--- config.mk ---
export PLATFORM = sky130hd
export DESIGN_NAME = synth_serial_loader
export DESIGN_NICKNAME = d
export VERILOG_FILES = /design/src/rtl/synth_load_pkg.sv /design/src/rtl/sl_sync.sv /design/src/rtl/sl_shifter.sv /design/src/rtl/sl_frame_check.sv /design/src/rtl/sl_field_bank.sv /design/src/rtl/synth_serial_loader.sv
export SDC_FILE = /design/constraint.sdc
export NUM_CORES = 1
export LEC_CHECK = 0
export BUFFER_PORTS_ARGS = -buffer_cell sky130_fd_sc_hd__buf_4
export CAP_MARGIN = 20
export CORE_AREA = 5 5 75 77
export CTS_CLUSTER_SIZE = 25
export DETAILED_ROUTE_END_ITERATION = 6
export DIE_AREA = 0 0 80 82
export PLACE_DENSITY_LB_ADDON = 0.15
export SLEW_MARGIN = 0
export SYNTH_ARGS = -nofsm -noshare
export SYNTH_HDL_FRONTEND = slang
export SYNTH_SLANG_ARGS = --single-unit
export TNS_END_PERCENT = 30
--- constraint.sdc ---
create_clock -name clk -period 2.3 [get_ports clk]
set_input_delay 0.115 -clock clk [delete_from_list [all_inputs] [get_ports clk]]
set_output_delay 0.115 -clock clk [all_outputs]
set_load 0.005 [all_outputs]
--- src/rtl/synth_load_pkg.sv ---
package synth_load_pkg;
    localparam int FRAME_W = 19;
    localparam int REF_W   = 14;
    localparam int A_W     = 7;
    localparam int B_W     = 11;
    localparam int PRE_POS = REF_W + 1;

    typedef enum logic [1:0] {
        ST_SHIFT = 2'd0,
        ST_CHECK = 2'd1,
        ST_HOLD  = 2'd2
    } load_state_t;

    typedef struct packed {
        logic [REF_W-1:0] ratio;
        logic             pre;
    } ref_group_t;

    typedef struct packed {
        logic [A_W-1:0] a;
        logic [B_W-1:0] b;
    } cnt_group_t;
endpackage

--- src/rtl/sl_sync.sv ---
module sl_sync #(
    parameter int STAGES = 2
) (
    input  logic clk,
    input  logic rst_n,
    input  logic din,
    output logic dout
);
    logic [STAGES-1:0] pipe;

    generate
        for (genvar i = 0; i < STAGES; i++) begin : g_stage
            if (i == 0) begin : g_first
                always_ff @(posedge clk or negedge rst_n) begin
                    if (!rst_n) pipe[0] <= 1'b0;
                    else        pipe[0] <= din;
                end
            end else begin : g_rest
                always_ff @(posedge clk or negedge rst_n) begin
                    if (!rst_n) pipe[i] <= 1'b0;
                    else        pipe[i] <= pipe[i-1];
                end
            end
        end
    endgenerate

    assign dout = pipe[STAGES-1];
endmodule

--- src/rtl/sl_shifter.sv ---
module sl_shifter #(
    parameter int W = 19
) (
    input  logic         clk,
    input  logic         rst_n,
    input  logic         shift_en,
    input  logic         bit_in,
    output logic [W-1:0] word
);
    always_ff @(posedge clk or negedge rst_n) begin
        if (!rst_n)        word <= '0;
        else if (shift_en) word <= {word[W-2:0], bit_in};
    end
endmodule

--- src/rtl/sl_frame_check.sv ---
module sl_frame_check
    import synth_load_pkg::*;
#(
    parameter int MIN_DIV = 3
) (
    input  logic [FRAME_W-1:0] word,
    output logic               to_ref,
    output ref_group_t         ref_f,
    output cnt_group_t         cnt_f,
    output logic               ref_ok,
    output logic               cnt_ok
);
    localparam logic [REF_W-1:0] REF_MIN = REF_W'(MIN_DIV);
    localparam logic [B_W-1:0]   B_MIN   = B_W'(MIN_DIV);

    always_comb begin
        to_ref      = word[0];
        ref_f.ratio = word[REF_W:1];
        ref_f.pre   = word[PRE_POS];
        cnt_f.a     = word[A_W:1];
        cnt_f.b     = word[A_W+B_W:A_W+1];
        ref_ok      = (ref_f.ratio >= REF_MIN);
        cnt_ok      = (cnt_f.b >= B_MIN) && (B_W'(cnt_f.a) <= cnt_f.b);
    end
endmodule

--- src/rtl/sl_field_bank.sv ---
module sl_field_bank
    import synth_load_pkg::*;
(
    input  logic       clk,
    input  logic       rst_n,
    input  logic       ld_ref,
    input  logic       ld_cnt,
    input  ref_group_t ref_in,
    input  cnt_group_t cnt_in,
    output ref_group_t ref_q,
    output cnt_group_t cnt_q,
    output logic       configured
);
    logic ref_seen;
    logic cnt_seen;

    always_ff @(posedge clk or negedge rst_n) begin
        if (!rst_n) begin
            ref_q    <= '0;
            ref_seen <= 1'b0;
        end else if (ld_ref) begin
            ref_q    <= ref_in;
            ref_seen <= 1'b1;
        end
    end

    always_ff @(posedge clk or negedge rst_n) begin
        if (!rst_n) begin
            cnt_q    <= '0;
            cnt_seen <= 1'b0;
        end else if (ld_cnt) begin
            cnt_q    <= cnt_in;
            cnt_seen <= 1'b1;
        end
    end

    always_ff @(posedge clk or negedge rst_n) begin
        if (!rst_n) configured <= 1'b0;
        else        configured <= ref_seen & cnt_seen;
    end


    cfg_sticky_chk: assert property (@(posedge clk) disable iff (!rst_n)
        configured |=> configured);


    ref_keep_on_cnt_chk: assert property (@(posedge clk) disable iff (!rst_n)
        (ld_cnt && !ld_ref) |=> $stable(ref_q));
endmodule

--- src/rtl/synth_serial_loader.sv ---
module synth_serial_loader
    import synth_load_pkg::*;
#(
    parameter int SYNC_STAGES = 2,
    parameter int MIN_DIV     = 3
) (
    input  logic             clk,
    input  logic             rst_n,
    input  logic             ser_clk,
    input  logic             ser_dat,
    input  logic             ser_le,
    output logic [REF_W-1:0] ref_ratio,
    output logic             pre_sel,
    output logic [A_W-1:0]   swallow_a,
    output logic [B_W-1:0]   count_b,
    output logic             sw_en,
    output logic             load_err,
    output logic             configured
);
    logic sclk_s, dat_s, le_s;
    logic sclk_d, le_d;
    logic sclk_rise, le_rise;

    sl_sync #(.STAGES(SYNC_STAGES)) u_sync_clk (.clk(clk), .rst_n(rst_n), .din(ser_clk), .dout(sclk_s));
    sl_sync #(.STAGES(SYNC_STAGES)) u_sync_dat (.clk(clk), .rst_n(rst_n), .din(ser_dat), .dout(dat_s));
    sl_sync #(.STAGES(SYNC_STAGES)) u_sync_le  (.clk(clk), .rst_n(rst_n), .din(ser_le),  .dout(le_s));

    always_ff @(posedge clk or negedge rst_n) begin
        if (!rst_n) begin
            sclk_d <= 1'b0;
            le_d   <= 1'b0;
        end else begin
            sclk_d <= sclk_s;
            le_d   <= le_s;
        end
    end

    assign sclk_rise = sclk_s & ~sclk_d;
    assign le_rise   = le_s & ~le_d;

    load_state_t st, st_nx;
    logic shift_en, ld_ref, ld_cnt, reject;
    logic [FRAME_W-1:0] word;
    logic to_ref, ref_ok, cnt_ok;
    ref_group_t ref_f, ref_q;
    cnt_group_t cnt_f, cnt_q;

    sl_shifter #(.W(FRAME_W)) u_shift (
        .clk(clk), .rst_n(rst_n), .shift_en(shift_en), .bit_in(dat_s), .word(word)
    );

    sl_frame_check #(.MIN_DIV(MIN_DIV)) u_check (
        .word(word), .to_ref(to_ref), .ref_f(ref_f), .cnt_f(cnt_f),
        .ref_ok(ref_ok), .cnt_ok(cnt_ok)
    );

    sl_field_bank u_bank (
        .clk(clk), .rst_n(rst_n), .ld_ref(ld_ref), .ld_cnt(ld_cnt),
        .ref_in(ref_f), .cnt_in(cnt_f), .ref_q(ref_q), .cnt_q(cnt_q),
        .configured(configured)
    );

    // state register
    always_ff @(posedge clk or negedge rst_n) begin
        if (!rst_n) st <= ST_SHIFT;
        else        st <= st_nx;
    end

    // next state
    always_comb begin
        st_nx = st;
        unique case (st)
            ST_SHIFT: if (le_rise) st_nx = ST_CHECK;
            ST_CHECK: st_nx = ST_HOLD;
            ST_HOLD:  if (!le_s)   st_nx = ST_SHIFT;
            default:  st_nx = ST_SHIFT;
        endcase
    end

    // state outputs
    always_comb begin
        shift_en = 1'b0;
        ld_ref   = 1'b0;
        ld_cnt   = 1'b0;
        reject   = 1'b0;
        unique case (st)
            ST_SHIFT: shift_en = sclk_rise & ~le_s;
            ST_CHECK: begin
                ld_ref = to_ref & ref_ok;
                ld_cnt = ~to_ref & cnt_ok;
                reject = to_ref ? ~ref_ok : ~cnt_ok;
            end
            ST_HOLD:  ;
            default:  ;
        endcase
    end

    always_ff @(posedge clk or negedge rst_n) begin
        if (!rst_n) begin
            load_err <= 1'b0;
            sw_en    <= 1'b0;
        end else begin
            sw_en <= le_s;
            if (reject)                load_err <= 1'b1;
            else if (ld_ref || ld_cnt) load_err <= 1'b0;
        end
    end

    assign ref_ratio = ref_q.ratio;
    assign pre_sel   = ref_q.pre;
    assign swallow_a = cnt_q.a;
    assign count_b   = cnt_q.b;


    ref_change_on_load_chk: assert property (@(posedge clk) disable iff (!rst_n)
        !$stable(ref_ratio) |-> $past(st) == ST_CHECK);


    cnt_change_on_load_chk: assert property (@(posedge clk) disable iff (!rst_n)
        !$stable(count_b) |-> $past(st) == ST_CHECK);


    reject_ref_hold_chk: assert property (@(posedge clk) disable iff (!rst_n)
        (st == ST_CHECK && to_ref && !ref_ok) |=> ($stable(ref_ratio) && $stable(pre_sel)));


    reject_cnt_hold_chk: assert property (@(posedge clk) disable iff (!rst_n)
        (st == ST_CHECK && !to_ref && !cnt_ok) |=> ($stable(swallow_a) && $stable(count_b)));


    hold_no_shift_chk: assert property (@(posedge clk) disable iff (!rst_n)
        (st == ST_HOLD) |=> $stable(word));


    err_rise_on_load_chk: assert property (@(posedge clk) disable iff (!rst_n)
        $rose(load_err) |-> $past(st) == ST_CHECK);
endmodule

==> reports/qor.csv, run 1 <==
stage,metric,value,unit
global_route,first-pass GRT wire length,8510,um
pwr,power per cell area,877,nW/um^2
detailed_routing,Antenna Violating Nets Remaining,0,
detailed_routing,Via density,5.21,
layout,Synth-to-Final Area Change,23.4,%
run,MaxCap Viol Count,0,
pwr,maximum VDD drop,0.000509,V
synth,register area share after synthesis,64.0,%
synth,syn nets,189,
detailed_routing,# DRC,0,
floorplan,I/O pin cnt,41,
floorplan,die height,82,um
layout,final core occ,64.5,%
sta,Fin. Hold Viols,0,
cts,Clock Sink Count,66,
floorplan,Starting Density,52.2,%
cts,CTS H-tree depth,3,
synth,Synth Instances,177,
layout,ANT cells,0,
global_route,M1 GR Usage,21.1,%
hold_path,min-delay worst type,reg -> reg,
detailed_routing,DRT Wirelength,4960,um
layout,Final nets,241,
synth,yosys warns,0,
cts,"Clk Latency, worst-skew pair",0.33,ns
cts,"CTS clk-pin slew, worst paths",0.06,ns
cts,root buffer cell,clkbuf_8,
sta,Final Critical Period,2.13,ns
sta,Setup WS post-layout,0.170,ns
floorplan,die area,6560,um^2
sta,RSZ-0062 raised after global routing,no,
global_route,met3 Usage GRT,6.25,%
worst_setup_path,Worst setup EP type,flop,
worst_setup_path,"Req. time, crit path",2.50,ns
worst_setup_path,CP Launch Type,flop,
global_route,GRT busiest layer,met2,
synth,share of the synthesized area in the top cell type,64.0,%
global_route,antenna violations before repair,0,
sta,Final Max Tran Viols,0,
global_route,All-Layer GR Usage,17.4,%
sta,Final Skew,0.00802,ns
worst_setup_path,CP peak stage delay,0.55,ns
detailed_routing,Vias,1583,
cts,clock buffer count from CTS,9,
run_status,run status,finished clean,
worst_setup_path,Crit Path Class,reg -> reg,
worst_setup_path,crit path DAT,2.33,ns
worst_setup_path,family with the most delay on the worst path,simple AND/OR/NAND/NOR gates,
placement,post-DP HPWL,3370,um
sta,TNS Setup,0,ns
layout,layout cells sized above 1,33.8,%
floorplan,Std-Cell Rows,26,
layout,"most common cell after layout, fill and taps aside",dfrtp_1,
sta,Slew @ Worst Pin,0.799,ns
synth,post-synth top area cell,dfrtp_1,
sta,f_max,469,MHz
floorplan,core area,4940,um^2
synth,leading post-synthesis cells by cell area,"dfrtp_1 (64%), mux2_1 (9.6%), mux2_2 (8.3%), ha_1 (3.4%), o21ai_0 (1.6%)",
cts,setup bufs post-CTS,0,
placement,PortBufs,40,
worst_setup_path,critical path cell sequence,or4_1 -> nor2_2 -> a311oi_2 -> nand2_4 -> mux2_1,
global_route,met2 GRT Util,28.5,%
placement,post-place setup slack,0.111,ns
detailed_routing,WL/cell,16.3,um
placement,placed insts,284,
worst_setup_path,Worst Path Max Fanout,16,
global_route,pin count of the biggest net entering global routing,67,
sta,Hold WS,0.354,ns
cts,CTS tree,yes,
synth,Syn Area/Cell,14.6,um^2
floorplan,Die W,80,um
worst_setup_path,"slowest stage cell, crit path",or4_1,
synth,Synth cell types,29,
synth,Yosys reg bits,66,
detailed_routing,1st-iter DRT viols,73,
sta,"Setup violations, final",0,
synth,Post-Syn Area,2580,um^2
layout,non-filler instance count after layout,304,
worst_setup_path,worst path bufs/invs,0,
sta,period utilization,92.6,%
layout,most frequent cells in the layout,"dfrtp_1 (66), buf_4 (43), mux2_1 (22)",
global_route,number of global-route vias before repair,1750,
pwr,Leak,1.66,nW
cts,Bufs on Longest Clock Path,2,
global_route,grt total ovfl,0,
placement,gpl congestion,0.736,
sta,max_slew headroom,46.7,%
detailed_routing,drt pass-1 iters,4,
[power breakdown]
group | switching (W) | total (W) | internal [W]
Combinational | 0.000218 | 0.000460 | 0.000243
Sequential | 0.000112 | 0.00138 | 0.00127
Clock | 0.000395 | 0.000955 | 0.000560
Total | 0.000724 | 0.00279 | 0.00207
[stage by stage]
step	instance area (um^2)	power (W)
floorplan	2580	0.00166
global placement	2950	0.00181
detailed placement	2950	0.00185
CTS	3180	0.00281
global route	3190	0.00296
finish	3190	0.00279
[cells by family (layout without fill, tap and decap cells)]
family	count (synthesis)	in the layout	share of synthesized area [%]
buffers and inverters	13	70	2.86
and+or+nand+nor	30	30	6.73
adders and majority gates	7	7	3.39
muxes	41	41	17.9
AOI/OAI and AO/OA	20	20	5.18
DFF	66	66	64.0
[what timing repair did]
action	in CTS	in global routing
resized for setup	0	1
hold buffers	4	0
endpoints found under the setup margin	0	16
hold endpoints to repair	69	0
[worst paths after layout]
path | from | end | slack (ns) | depth (start not counted)
worst min register to register | u_sync_dat.pipe[0] | u_sync_dat.dout | 0.35 | 0
worst max register to register | u_shift.word[10] | u_bank.cnt_q[15] | 0.17 | 5
max in group asynchronous | rst_n | u_bank.cnt_q[11] | 1.34 | 2
min in group asynchronous | rst_n | u_bank.cnt_q[4] | 0.41 | 2
worst max-delay path | u_shift.word[10] | u_bank.cnt_q[15] | 0.17 | 5
worst min-delay path | u_sync_dat.pipe[0] | u_sync_dat.dout | 0.35 | 0
[layout make-up]
cell class / instances / area (um^2)
Multi-Input combinational cell: 98 / 862
Fill cell: 391 / 1760
Inverter: 7 / 26.3
Sequential cell: 66 / 1650
Tap cell: 70 / 87.6
Clock inverter: 2 / 35.0
Timing Repair Buffer: 47 / 363
Clock buffer: 14 / 163
[worst reg2reg max path: cells and delay by family, from the launching register on]
family / cells / cell delay (ns)
AOI/OAI and AO/OA: 1 / 0.20
muxes: 1 / 0.39
and+or+nand+nor: 3 / 1.01
DFF: 1 / 0.41
[sequential cells by signal (all words and copies together), names as in the netlist]
signal and cells:
u_sync_clk.pipe 1, u_bank.ref_q 15, sclk_d 1, u_bank.ref_seen 1
sw_en 1, u_sync_clk.dout 1, u_sync_dat.dout 1, u_shift.word 19
u_bank.cnt_q 18, u_sync_le.pipe 1, u_bank.configured 1, u_bank.cnt_seen 1
u_sync_le.dout 1, load_err 1, u_sync_dat.pipe 1, st 2
[cell usage after synthesis]
cell / instances
a21oi_1: 5
a22o_1: 4
a311oi_2: 1
and2_1: 2
buf_2: 2
buf_6: 3
clkbuf_1: 1
dfrtp_1: 66
ha_1: 7
inv_1: 7
mux2_1: 22
mux2_2: 19
nand2_1: 10
nand2_2: 1
nand2b_1: 3
nand3_1: 1
nand3_2: 1
nand3b_1: 2
nand4_1: 1
nand4b_1: 1
nor2_2: 1
nor2b_1: 1
nor3_1: 1
nor4_1: 2
nor4b_1: 1
o211a_1: 1
o21ai_0: 8
o221ai_1: 1
or4_1: 2
[layer usage]
layer | share of wire [%] | up-vias | routed length, um
met4 | 1.4 | 0 | 70
li1 | - | 735 | -
met2 | 49 | 37 | 2420
met1 | 44 | 805 | 2200
met3 | 5.4 | 6 | 269
met5 | 0 | - | 0
Note: power is estimated with default switching activity, not from simulation.
==> run 2, diff against run 1 <==
==> constraint.sdc (replaced) <==
create_clock -name clk -period 2 [get_ports clk]
set_input_delay 0.1 -clock clk [delete_from_list [all_inputs] [get_ports clk]]
set_output_delay 0.1 -clock clk [all_outputs]
set_load 0.005 [all_outputs]
==> run 2 against run 1 <==
Effect of this change: wire length up 1.8%; cell count increased by 6.3%; first-iteration DRC count down 11%; worst setup slack lost 0.11 ns; critical path type unchanged; sequential power increased by 15%; sequential cell count stayed put; total power up 19%; utilization rose by 4.8 points; combinational power is 24% higher; fmax up 9.9%.
==> reports/qor.csv, run 2 (synthesis results as in run 1) <==
stage,metric,value,unit,change
sta,RSZ-0062 raised after global routing,yes,,was no
global_route,number of global-route vias before repair,1702,,was 1750
layout,layout cells sized above 1,43.1,%,was 33.8%
cts,"CTS clk-pin slew, worst paths",0.06,ns,about the same
sta,"Setup violations, final",0,,unchanged
global_route,first-pass GRT wire length,8370,um,was 8510 um
worst_setup_path,CP peak stage delay,0.53,ns,was 0.55 ns
cts,"Clk Latency, worst-skew pair",0.34,ns,was 0.33 ns
floorplan,die height,82,um,unchanged
worst_setup_path,family with the most delay on the worst path,simple AND/OR/NAND/NOR gates,,unchanged
sta,f_max,516,MHz,was 469 MHz
sta,Hold WS,0.348,ns,was 0.354 ns
hold_path,min-delay worst type,reg -> reg,,unchanged
worst_setup_path,worst path bufs/invs,1,,was 0
layout,Biggest register,u_shift.word,,unchanged
detailed_routing,drt pass-1 iters,4,,unchanged
placement,placed insts,295,,was 284
run,MaxCap Viol Count,0,,unchanged
floorplan,Std-Cell Rows,26,,unchanged
global_route,All-Layer GR Usage,17.5,%,was 17.4%
cts,Bufs on Longest Clock Path,2,,unchanged
detailed_routing,# DRC,0,,unchanged
sta,TNS Setup,0,ns,unchanged
layout,Largest register FFs,19,,unchanged
cts,CTS H-tree depth,3,,unchanged
detailed_routing,Vias,1660,,was 1583
layout,"most common cell after layout, fill and taps aside",dfrtp_1,,unchanged
layout,ANT cells,0,,unchanged
cts,CTS tree,yes,,unchanged
sta,max_slew headroom,47.2,%,was 46.7%
floorplan,I/O pin cnt,41,,unchanged
worst_setup_path,"Req. time, crit path",2.22,ns,was 2.50 ns
pwr,Leak,1.78,nW,was 1.66 nW
layout,Synth-to-Final Area Change,32.7,%,was 23.4%
layout,Largest regs,"u_shift.word: 19 flops, u_bank.cnt_q: 18 flops, u_bank.ref_q: 15 flops",,unchanged
placement,post-DP HPWL,3410,um,was 3370 um
placement,post-place setup slack,-0.0541,ns,was 0.111 ns
sta,Final Max Tran Viols,0,,unchanged
run_status,run status,finished clean,,unchanged
worst_setup_path,CP Launch Type,flop,,unchanged
floorplan,core area,4940,um^2,unchanged
cts,clock buffer count from CTS,9,,unchanged
floorplan,die area,6560,um^2,unchanged
sta,Final Skew,0.00496,ns,was 0.00802 ns
layout,most frequent cells in the layout,"dfrtp_1 (63), buf_4 (58), mux2_1 (21)",,"was dfrtp_1 (66), buf_4 (43), mux2_1 (22)"
global_route,pin count of the biggest net entering global routing,67,,unchanged
layout,Final nets,260,,was 241
cts,Clock Sink Count,66,,unchanged
detailed_routing,DRT Wirelength,5050,um,was 4960 um
placement,PortBufs,40,,unchanged
pwr,maximum VDD drop,0.000637,V,was 0.000509 V
worst_setup_path,Worst setup EP type,flop,,unchanged
worst_setup_path,Worst Path Max Fanout,7,,was 16
sta,Slew @ Worst Pin,0.792,ns,was 0.799 ns
floorplan,Die W,80,um,unchanged
pwr,power per cell area,974,nW/um^2,was 877 nW/um^2
sta,period utilization,97.0,%,was 92.6%
floorplan,Starting Density,52.2,%,unchanged
worst_setup_path,FF-to-FF setup slack,0.06,ns,was 0.17 ns
sta,Fin. Hold Viols,0,,unchanged
worst_setup_path,Crit Path Class,reg -> reg,,unchanged
worst_setup_path,critical path cell sequence,or4_4 -> nor2_4 -> a311oi_2 -> nand2_2 -> buf_6 -> mux2_1,,was or4_1 -> nor2_2 -> a311oi_2 -> nand2_4 -> mux2_1
cts,root buffer cell,clkbuf_8,,unchanged
detailed_routing,Antenna Violating Nets Remaining,0,,unchanged
global_route,antenna violations before repair,0,,unchanged
detailed_routing,Via density,5.14,,was 5.21
global_route,grt total ovfl,0,,unchanged
worst_setup_path,"slowest stage cell, crit path",or4_4,,was or4_1
sta,Final Critical Period,1.94,ns,was 2.13 ns
sta,Setup WS post-layout,0.0608,ns,was 0.170 ns
layout,non-filler instance count after layout,323,,was 304
detailed_routing,1st-iter DRT viols,65,,was 73
detailed_routing,WL/cell,15.6,um,was 16.3 um
placement,gpl congestion,0.749,,was 0.736
worst_setup_path,crit path DAT,2.16,ns,was 2.33 ns
==> run 2: worst paths after layout <==
check	start	to	cells past startpoint
max in group asynchronous	rst_n	u_shift.word[5]	2
worst max register to register	u_shift.word[14]	u_bank.cnt_q[11]	6
worst min register to register	u_sync_le.pipe[0]	u_sync_le.dout	0
worst min-delay path	u_sync_le.pipe[0]	u_sync_le.dout	0
worst max-delay path	u_shift.word[14]	u_bank.cnt_q[11]	6
min in group asynchronous	rst_n	u_bank.cnt_q[5]	2
==> run 2: final cells by class <==
type,count,area (um^2)
repair buffers,66,538
clock buffers,15,186
well taps,70,87.6
fillers,362,1520
flip-flops and latches,66,1660
inverters,7,26.3
clock inverters,1,30.0
multi-input cells,98,902
==> run 2: report_power, final <==
group / total [W] / internal [W] / switching [W] / leakage [nW]
clock: 0.00118 / 0.000713 / 0.000463 / 0.110
sequential: 0.00159 / 0.00146 / 0.000129 / 0.883
combinational: 0.000571 / 0.000318 / 0.000253 / 0.782
total: 0.00334 / 0.00249 / 0.000845 / 1.78
==> run 2: worst register-to-register path, stage by stage (launching register included) <==
cell      delay (ns)
dfrtp_2         0.44
or4_4           0.53
nor2_4          0.14
a311oi_2        0.12
nand2_2         0.12
buf_6           0.15
mux2_1          0.33
==> run 2: metrics by stage <==
stage | power, W | area, um^2 | util (%)
final | 0.00334 | 3430 | 69.3
after floorplan | 0.00191 | 2580 | -
after CTS | 0.00333 | 3330 | 67.4
after detailed placement | 0.00215 | 3050 | 61.7
after global placement | 0.00212 | 3050 | 61.7
after global routing | 0.00351 | 3430 | 69.3
==> run 2: repair_timing <==
| action | CTS | global route |
|---|---|---|
| endpoints found under the setup margin | 14 | 14 |
| endpoints found under the hold margin | 69 | 0 |
| setup buffers | 3 | 5 |
| hold buffers | 4 | 0 |
| pin swaps | 0 | 4 |
| resized for setup | 1 | 13 |
==> run 2: per-layer routing <==
| metal | routed length (um) | vias to the layer above | GRT usage [%] |
|---|---|---|---|
| li1 | - | 776 | - |
| met1 | 2230 | 822 | 22.3 |
| met2 | 2410 | 51 | 26.2 |
| met3 | 271 | 11 | 4.28 |
| met4 | 131 | 0 | 12.3 |
| met5 | 0 | - | 0 |
